`src/rtl/fpr_pkg.sv`:
```
`timescale 1ns/1ps
package fpr_pkg;
  localparam int FLD_W      = 5;
  localparam int IDX_W      = FLD_W + 1;
  localparam int TT_W       = 3;
  localparam int NUM_OPS    = 3;
  localparam int OP_RS1     = 0;
  localparam int OP_RS2     = 1;
  localparam int OP_RD      = 2;
  localparam int CTX_W      = 3;
  localparam logic [TT_W-1:0] TT_ILLEGAL = TT_W'(6);

  typedef enum logic [1:0] {SZ_NONE = 2'd0, SZ_SINGLE = 2'd1,
                            SZ_DOUBLE = 2'd2, SZ_QUAD = 2'd3} opsize_e;

  typedef enum logic [1:0] {S_IDLE, S_RES, S_CLR, S_WR} seq_e;

  // bit position of the low end of each operand field
  function automatic int fld_lsb(int op);
    case (op)
      OP_RS1:  return 14;
      OP_RS2:  return 0;
      default: return 25;
    endcase
  endfunction
endpackage

```
`src/rtl/fpr_field_map.sv`:
```
`timescale 1ns/1ps
module fpr_field_map
  import fpr_pkg::*;
#(
  parameter int FW = FLD_W,
  parameter int IW = FW + 1
) (
  input  logic [FW-1:0] field,
  input  logic [1:0]    size,
  output logic [IW-1:0] idx,
  output logic          present,
  output logic          upper,
  output logic          illegal
);
  always_comb begin
    idx = '0;
    case (opsize_e'(size))
      SZ_SINGLE:          idx = IW'(field);
      SZ_DOUBLE, SZ_QUAD: idx = {field[0], field[FW-1:1], 1'b0};
      default:            idx = '0;
    endcase
  end

  assign present = (size != SZ_NONE);
  assign upper   = idx[IW-1];
  assign illegal = (size == SZ_QUAD) && field[1];
endmodule

```
`src/rtl/fpr_seq.sv`:
```
`timescale 1ns/1ps
module fpr_seq
  import fpr_pkg::*;
(
  input  logic             clk,
  input  logic             rst_n,
  input  logic             accept,
  input  logic             ctx_load,
  input  logic [CTX_W-1:0] ctx_in,
  input  logic             abort,
  input  logic             rd_present,
  input  logic             rd_upper,
  output logic             ready,
  output logic             res_valid,
  output logic             clr_pulse,
  output logic             clr_upper,
  output logic             gsr_clr,
  output logic             wr_en,
  output logic             fp_en,
  output logic             dirty_lo,
  output logic             dirty_hi
);
  seq_e st_q, st_d;
  logic fen_q, fen_d, dlo_q, dlo_d, dhi_q, dhi_d;
  logic pwr_q, pwr_d, pclr_q, pclr_d, pgsr_q, pgsr_d, pup_q, pup_d;

  always_comb begin
    st_d   = st_q;
    fen_d  = fen_q;
    dlo_d  = dlo_q;
    dhi_d  = dhi_q;
    pwr_d  = pwr_q;
    pclr_d = pclr_q;
    pgsr_d = pgsr_q;
    pup_d  = pup_q;
    case (st_q)
      S_IDLE: begin
        if (ctx_load) begin
          {fen_d, dhi_d, dlo_d} = ctx_in;
        end else if (accept) begin
          pwr_d  = !abort && rd_present;
          pup_d  = rd_upper;
          pgsr_d = !fen_q;
          pclr_d = !fen_q || !(rd_upper ? dhi_q : dlo_q);
          st_d   = S_RES;
        end
      end
      S_RES: st_d = pwr_q ? (pclr_q ? S_CLR : S_WR) : S_IDLE;
      S_CLR: st_d = S_WR;
      S_WR: begin
        fen_d = 1'b1;
        if (pgsr_q) begin
          dhi_d = pup_q;
          dlo_d = !pup_q;
        end else if (pup_q) begin
          dhi_d = 1'b1;
        end else begin
          dlo_d = 1'b1;
        end
        st_d = S_IDLE;
      end
      default: st_d = S_IDLE;
    endcase
  end

  always_ff @(posedge clk or negedge rst_n) begin
    if (!rst_n) begin
      st_q   <= S_IDLE;
      fen_q  <= 1'b0;
      dlo_q  <= 1'b0;
      dhi_q  <= 1'b0;
      pwr_q  <= 1'b0;
      pclr_q <= 1'b0;
      pgsr_q <= 1'b0;
      pup_q  <= 1'b0;
    end else begin
      st_q   <= st_d;
      fen_q  <= fen_d;
      dlo_q  <= dlo_d;
      dhi_q  <= dhi_d;
      pwr_q  <= pwr_d;
      pclr_q <= pclr_d;
      pgsr_q <= pgsr_d;
      pup_q  <= pup_d;
    end
  end

  assign ready     = (st_q == S_IDLE);
  assign res_valid = (st_q == S_RES);
  assign clr_pulse = (st_q == S_CLR);
  assign clr_upper = clr_pulse && pup_q;
  assign gsr_clr   = clr_pulse && pgsr_q;
  assign wr_en     = (st_q == S_WR);
  assign fp_en     = fen_q;
  assign dirty_lo  = dlo_q;
  assign dirty_hi  = dhi_q;
endmodule

```
`src/rtl/fpr_spec_decoder.sv`:
```
`timescale 1ns/1ps
module fpr_spec_decoder
  import fpr_pkg::*;
(
  input  logic              clk,
  input  logic              rst_n,
  input  logic              req_valid,
  input  logic [31:0]       instr,
  input  logic [1:0]        sz_rs1,
  input  logic [1:0]        sz_rs2,
  input  logic [1:0]        sz_rd,
  input  logic [TT_W-1:0]   req_tt,
  input  logic [TT_W-1:0]   exp_tt,
  input  logic              ctx_load,
  input  logic [CTX_W-1:0]  ctx_in,
  output logic              ready,
  output logic              res_valid,
  output logic [IDX_W-1:0]  rs1_idx,
  output logic [IDX_W-1:0]  rs2_idx,
  output logic [IDX_W-1:0]  rd_idx,
  output logic              rs1_zero,
  output logic              rs2_zero,
  output logic              ill_reg,
  output logic              tt_reject,
  output logic [TT_W-1:0]   res_tt,
  output logic              clr_pulse,
  output logic              clr_upper,
  output logic              gsr_clr,
  output logic              wr_en,
  output logic [IDX_W-1:0]  wr_idx,
  output logic              fp_en,
  output logic              dirty_lo,
  output logic              dirty_hi
);
  logic [1:0]       sz      [NUM_OPS];
  logic [IDX_W-1:0] map_idx [NUM_OPS];
  logic [NUM_OPS-1:0] map_pres, map_up, map_ill;

  assign sz[OP_RS1] = sz_rs1;
  assign sz[OP_RS2] = sz_rs2;
  assign sz[OP_RD]  = sz_rd;

  for (genvar g = 0; g < NUM_OPS; g++) begin : g_op
    localparam int LSB = fld_lsb(g);
    fpr_field_map #(.FW(FLD_W), .IW(IDX_W)) u_map (
      .field   (instr[LSB +: FLD_W]),
      .size    (sz[g]),
      .idx     (map_idx[g]),
      .present (map_pres[g]),
      .upper   (map_up[g]),
      .illegal (map_ill[g])
    );
  end

  logic accept, mismatch, bad_reg, abort;
  assign accept   = ready && req_valid && !ctx_load;
  assign mismatch = (req_tt != exp_tt);
  assign bad_reg  = |map_ill;
  assign abort    = mismatch || bad_reg;

  // decode result registers
  logic [IDX_W-1:0] idx1_d, idx2_d, idxd_d, idx1_q, idx2_q, idxd_q;
  logic z1_d, z2_d, ill_d, rej_d, z1_q, z2_q, ill_q, rej_q;
  logic [TT_W-1:0] tt_d, tt_q;

  always_comb begin
    idx1_d = map_idx[OP_RS1];
    idx2_d = map_idx[OP_RS2];
    idxd_d = map_idx[OP_RD];
    z1_d   = map_pres[OP_RS1] && !(map_up[OP_RS1] ? dirty_hi : dirty_lo);
    z2_d   = map_pres[OP_RS2] && !(map_up[OP_RS2] ? dirty_hi : dirty_lo);
    rej_d  = mismatch;
    ill_d  = bad_reg && !mismatch;
    if (mismatch)     tt_d = req_tt;
    else if (bad_reg) tt_d = TT_ILLEGAL;
    else              tt_d = '0;
  end

  always_ff @(posedge clk or negedge rst_n) begin
    if (!rst_n) begin
      idx1_q <= '0;
      idx2_q <= '0;
      idxd_q <= '0;
      z1_q   <= 1'b0;
      z2_q   <= 1'b0;
      ill_q  <= 1'b0;
      rej_q  <= 1'b0;
      tt_q   <= '0;
    end else if (accept) begin
      idx1_q <= idx1_d;
      idx2_q <= idx2_d;
      idxd_q <= idxd_d;
      z1_q   <= z1_d;
      z2_q   <= z2_d;
      ill_q  <= ill_d;
      rej_q  <= rej_d;
      tt_q   <= tt_d;
    end
  end

  fpr_seq u_seq (
    .clk        (clk),
    .rst_n      (rst_n),
    .accept     (accept),
    .ctx_load   (ctx_load),
    .ctx_in     (ctx_in),
    .abort      (abort),
    .rd_present (map_pres[OP_RD]),
    .rd_upper   (map_up[OP_RD]),
    .ready      (ready),
    .res_valid  (res_valid),
    .clr_pulse  (clr_pulse),
    .clr_upper  (clr_upper),
    .gsr_clr    (gsr_clr),
    .wr_en      (wr_en),
    .fp_en      (fp_en),
    .dirty_lo   (dirty_lo),
    .dirty_hi   (dirty_hi)
  );

  assign rs1_idx   = idx1_q;
  assign rs2_idx   = idx2_q;
  assign rd_idx    = idxd_q;
  assign rs1_zero  = z1_q;
  assign rs2_zero  = z2_q;
  assign ill_reg   = ill_q;
  assign tt_reject = rej_q;
  assign res_tt    = tt_q;
  assign wr_idx    = idxd_q;
endmodule

```
`config.mk`:
```
export PLATFORM = sky130hd
export DESIGN_NAME = fpr_spec_decoder
export DESIGN_NICKNAME = d
export VERILOG_FILES = /design/src/rtl/fpr_pkg.sv /design/src/rtl/fpr_field_map.sv /design/src/rtl/fpr_seq.sv /design/src/rtl/fpr_spec_decoder.sv
export SDC_FILE = /design/constraint.sdc
export NUM_CORES = 1
export LEC_CHECK = 0
export ABC_AREA = 1
export ABC_CLOCK_PERIOD_IN_PS = 1600
export BUFFER_PORTS_ARGS = -buffer_cell sky130_fd_sc_hd__buf_2
export CAP_MARGIN = 20
export CORE_ASPECT_RATIO = 1.5
export CORE_MARGIN = 2
export CORE_UTILIZATION = 43
export CTS_CLUSTER_DIAMETER = 150
export CTS_CLUSTER_SIZE = 40
export DETAILED_ROUTE_END_ITERATION = 8
export HOLD_SLACK_MARGIN = 0.1
export PLACE_DENSITY = 0.77
export SYNTH_ARGS = -nofsm -noshare
export SYNTH_HDL_FRONTEND = slang
export SYNTH_SLANG_ARGS = --single-unit
```
`constraint.sdc`:
```
create_clock -name clk -period 1.6 [get_ports clk]
set_input_delay 0.24 -clock clk [delete_from_list [all_inputs] [get_ports clk]]
set_output_delay 0.24 -clock clk [all_outputs]
set_load 0.005 [all_outputs]
```
Word level (Yosys, flattened, before mapping)
Index checks and enable logic that the tools add are counted.

storage, ports and cells
  output and inout bits = 40
  input port bits = 51
  flip-flop bits (word level) = 34

operators by class
  reduce and logical (&&, ||, !) cells = 35
  multiplexer cells = 23
  equality and inequality tests = 18
  bitwise logic cells = 1

operator list
  cell                                                                    number
  6-bit case mux with 2 select lines                                      3
  2-bit equality test (second input constant)                             8
  1-bit logical AND                                                       11
  1-bit two-way mux                                                       11
  3-bit AND reduction                                                     3
  2-bit by 1-bit equality test with 1-bit output (second input constant)  4
  1-bit logical NOT                                                       8
  2-bit case mux with 4 select lines                                      1
  2-bit nonzero test                                                      4
  2-bit two-way mux                                                       3
  3-bit two-way mux                                                       2
  1-bit case mux with 2 select lines                                      3
  2-bit OR reduction                                                      3
  2-bit != test (second input constant)                                   2
  2-bit AND reduction                                                     2
  3-bit by 1-bit != test with 1-bit output (second input constant)        1
  3-bit by 2-bit != test with 1-bit output (second input constant)        1
  3-bit != test                                                           1
  3-bit OR reduction                                                      1
  2-bit logical NOT                                                       1
  1-bit logical OR                                                        2
  2-bit by 1-bit != test with 1-bit output (second input constant)        1
  1-bit NOT                                                               1

Depth between registers and ports, before layout
  depth after elaboration = 6
  depth in mapped cells = 7

Modules after synthesis
From an unflattened synthesis, not the netlist that was laid out.

second synthesis, totals
  cells, all modules = 275
  area, all modules = 1953.1 sq um

by module, submodules not included
  module            cells an instance  area each (sq um)  instances
  fpr_spec_decoder  142                1182.4             1
  fpr_seq           82                 560.5              1
  fpr_field_map     17                 70.1               3

Worst setup path after synthesis
OpenSTA, ideal clock, no wires.

  path type = reg2reg
  start point = reg with a tool-made name
  end point = reg idx1_q[1], in the netlist rs1_idx[1]
  setup slack = 0.395 ns
  buffers on the path = 1
  data arrival time = 1.085 ns
  stages on the path, launching flop included = 5
  library setup time = 0.121 ns
  period minus slack after synthesis = 1.205 ns
  required time = 1.479 ns
  path through = dfrtp_1 -> nor2_4 -> nand3_4 -> buf_2 -> a22o_1

RTL lines
  item                    line                    source
  end signal: assignment  fpr_spec_decoder.sv:90  idx1_q <= idx1_d;
  end: declaration        fpr_spec_decoder.sv:62  logic [IDX_W-1:0] idx1_d, idx2_d, idxd_d, idx1_q, idx2_q, idxd_q;

==> metrics.md <==
| Metric | Value |
|---|---|
| Status | `finished, final reports clean` |
| Hold Path Stages | `2` |
| H-tree levels | `2` |
| Top-count cell post-synth | `nand2_1` |
| Total CTS buffers | `5` |
| Clk_skew | `11.2 ps` |
| Multi-input gate area | `583 sq um` |
| Share of power burned in registers | `0.443` |
| Share of cells above drive strength 1 | `0.342` |
| Largest delay contributor family on the critical path | `flip-flops` |
| Avg WL per Cell | `12.2 um` |
| R2r worst-path depth | `5` |
| Fmax | `696 MHz` |
| Worst setup path class | `reg2out` |
| Vias in the first global route | `1372` |
| CTS tree | `built` |
| CP peak stage delay | `430 ps` |
| Top post-synthesis cells by area | `dfrtp_1 (54%), nand2_1 (12%), a22o_1 (5.5%)` |
| Top-Level Pins | `91` |
| XOR/XNOR Fraction of Synth Area | `0.00554` |
| Place WS | `221 ps` |
| Final setup violation count | `0` |
| Switch share | `0.342` |
| Antenna Diode Count | `0` |
| Worst-path cell chain | `inv_1 > nor2_1 > inv_1 > nor2_1 > buf_2` |
| Final antenna-violating net count | `0` |
| Clock share of power | `0.204` |
| Main combinational cell family by area after synthesis | `simple AND/OR/NAND/NOR gates` |
| Final Critical Period | `1440 ps` |
| Main flop type after synthesis | `dfrtp_1` |
| Critical-path top delay cell | `dfrtp_1` |
| Post-CTS Hold Buffers | `1` |
| Total Power | `3230 uW` |
| Sequential fraction of the synthesis area | `0.538` |
| Syn Area/Cell | `8.74 sq um` |
| CP max FO | `4` |
| Worst Tran Pin Value | `448 ps` |
| Number of remaining DRC errors | `0` |
| CP required | `1360 ps` |
| WP depth | `5` |
| Mapped Cells | `181` |
| Setup TNS | `0 ps` |
| Max VDD drop | `0.000781 V` |
| Tot GR Track Use | `0.198` |
| Clock Tree Buf Depth | `2` |
| Die height | `78.3 um` |
| Share of flip-flops with an asynchronous set or reset | `1.00` |
| Filler cell count | `360` |
| Final WL | `3.65 mm` |
| Synth Area in Adders | `0` |
| Core ar. | `3580 sq um` |
| Simple-Gate Fraction of Synth Area | `0.228` |
| Worst Hold Class | `in2reg` |
| Final RePlAce weighted congestion | `0.841` |
| Register bit total from synthesis | `34` |
| Leakage | `0.00118 uW` |
| Period Utilization, post-route | `0.898` |
| Unrepaired setup endpoints after global routing | `false` |
| Mux share of post-synthesis cell area | `0` |
| First-pass iteration count of the detailed router | `4` |
| Initial drt markers | `34` |
| Starting Density | `0.442` |
| Max-slew headroom | `0.701` |
| Max-cap violations | `0` |
| NetSw | `1110 uW` |
| Final HPWL DP | `2.81 mm` |
| Pwr dens | `1560 nW/um^2` |
| Top post-synthesis cells by count | `nand2_1 (51), dfrtp_1 (34), inv_1 (19), nor2_1 (15), o21ai_0 (12)` |
| Int Power | `2130 uW` |
| Compound-gate portion of the synthesized area | `0.135` |
| First-pass GRT wire length | `6.04 mm` |
| Syn nets | `232` |
| CP bufs+invs | `3` |
| Syn-to-layout area delta | `31.0%` |
| EDFF count, synth | `0` |
| Vias per inst | `4.79` |
| Via count | `1437` |
| Reg clk slew, reported paths | `70 ps` |
| Sink Count | `34` |
| Cell Rows | `27` |
| CP endpoint kind | `primary output` |
| Mapped Area | `1580 sq um` |
| Largest net degree at the start of global routing | `22` |
| Setup Buffers After CTS | `0` |
| I/O Buffers | `73` |
| Die ar. | `4190 sq um` |
| Yosys top cell by area | `dfrtp_1` |
| Final setup margin | `164 ps` |
| Yosys warns | `0` |
| Seq. cell area | `851 sq um` |
| Clock Latency Late Sink | `290 ps` |
| Slew Limit Fails | `0` |
| Area fraction of the dominant cell type after synthesis | `0.538` |
| Startpoint Class | `register` |
| Cts repair resizes | `0` |
| Antenna violations before repair | `0` |
| Root cell of the clock tree | `clkbuf_8` |
| Gate power share | `0.353` |
| Yosys cell types | `22` |
| Gr ovfl total | `0` |
| Critical path data arrival time | `1200 ps` |
| Final Hold Viols | `0` |
| Die X | `53.5 um` |
| Final net count | `307` |
[final cells by class]
cell class | instances | area share
inverter | 19 | 0.0344
multi-input combinational | 118 | 0.281
tap | 43 | 0.0260
clock inverter | 2 | 0.00604
clock buffer | 6 | 0.0399
sequential | 34 | 0.411
timing repair buffer | 78 | 0.202
[power groups by stage]
stage / logic (uW) / clock network [uW] / registers [uW]
final: 1140 / 659 / 1430
after global routing: 1300 / 720 / 1480
after CTS: 1160 / 675 / 1430
after detailed placement: 1150 / 0 / 1450
after global placement: 1130 / 0 / 1440
after floorplan: 631 / 0 / 1460
[logic make-up (layout without fill, tap and decap cells)]
logic type | after synthesis | count (layout)
compound gates | 34 | 34
xor+xnor | 1 | 1
buf+inv | 29 | 105
flops | 34 | 34
simple gates | 83 | 83
[layer usage]
layer | part of all wire | track usage | up-vias | routed length [um]
li1 | - | - | 732 | -
met1 | 0.42 | 0.227 | 660 | 1520
met2 | 0.52 | 0.335 | 40 | 1920
met3 | 0.038 | 0.0361 | 5 | 140
met4 | 0.019 | 0.105 | 0 | 69
met5 | 0 | 0 | - | 0
[placed cells by master, fill, tap and decap left out]
cell           count
a31oi_1            1
nor2_4             1
inv_1             19
o22ai_1            1
o21ai_0           12
buf_2             73
nand3_4            1
xnor2_1            1
clkbuf_8           6
a21oi_1            3
a21oi_2            1
clkinvlp_4         1
buf_12             1
nand3_1           10
buf_4              3
nand4_1            1
nand2_1           51
dlygate4sd3_1      1
nor3_1             1
clkinv_2           1
a22o_1            10
dfrtp_1           34
o21ai_1            6
nor2_1            15
nand3b_1           3
[metrics by stage]
stage	area, sq um	cells	utilization	hold slack, ps
2_1_floorplan	1580	181	-	-55.6
6_report	2070	300	0.579	170
3_5_place_dp	1970	291	0.549	211
5_1_grt	2070	300	0.579	167
4_1_cts	2070	300	0.579	163
3_3_place_gp	1970	291	0.549	203
[path summary, 6_finish.rpt]
kind	end	slack, ps	start
max	clr_upper	160	register
min	rs2_idx[2]	170	instr[2]
max reg2reg	res_tt[2]	210	register
min reg2reg	tt_reject	480	tt_reject
max in group asynchronous	rs1_idx[5]	720	rst_n
min in group asynchronous	rd_idx[1]	430	rst_n
(Power assumes the default switching activity.)
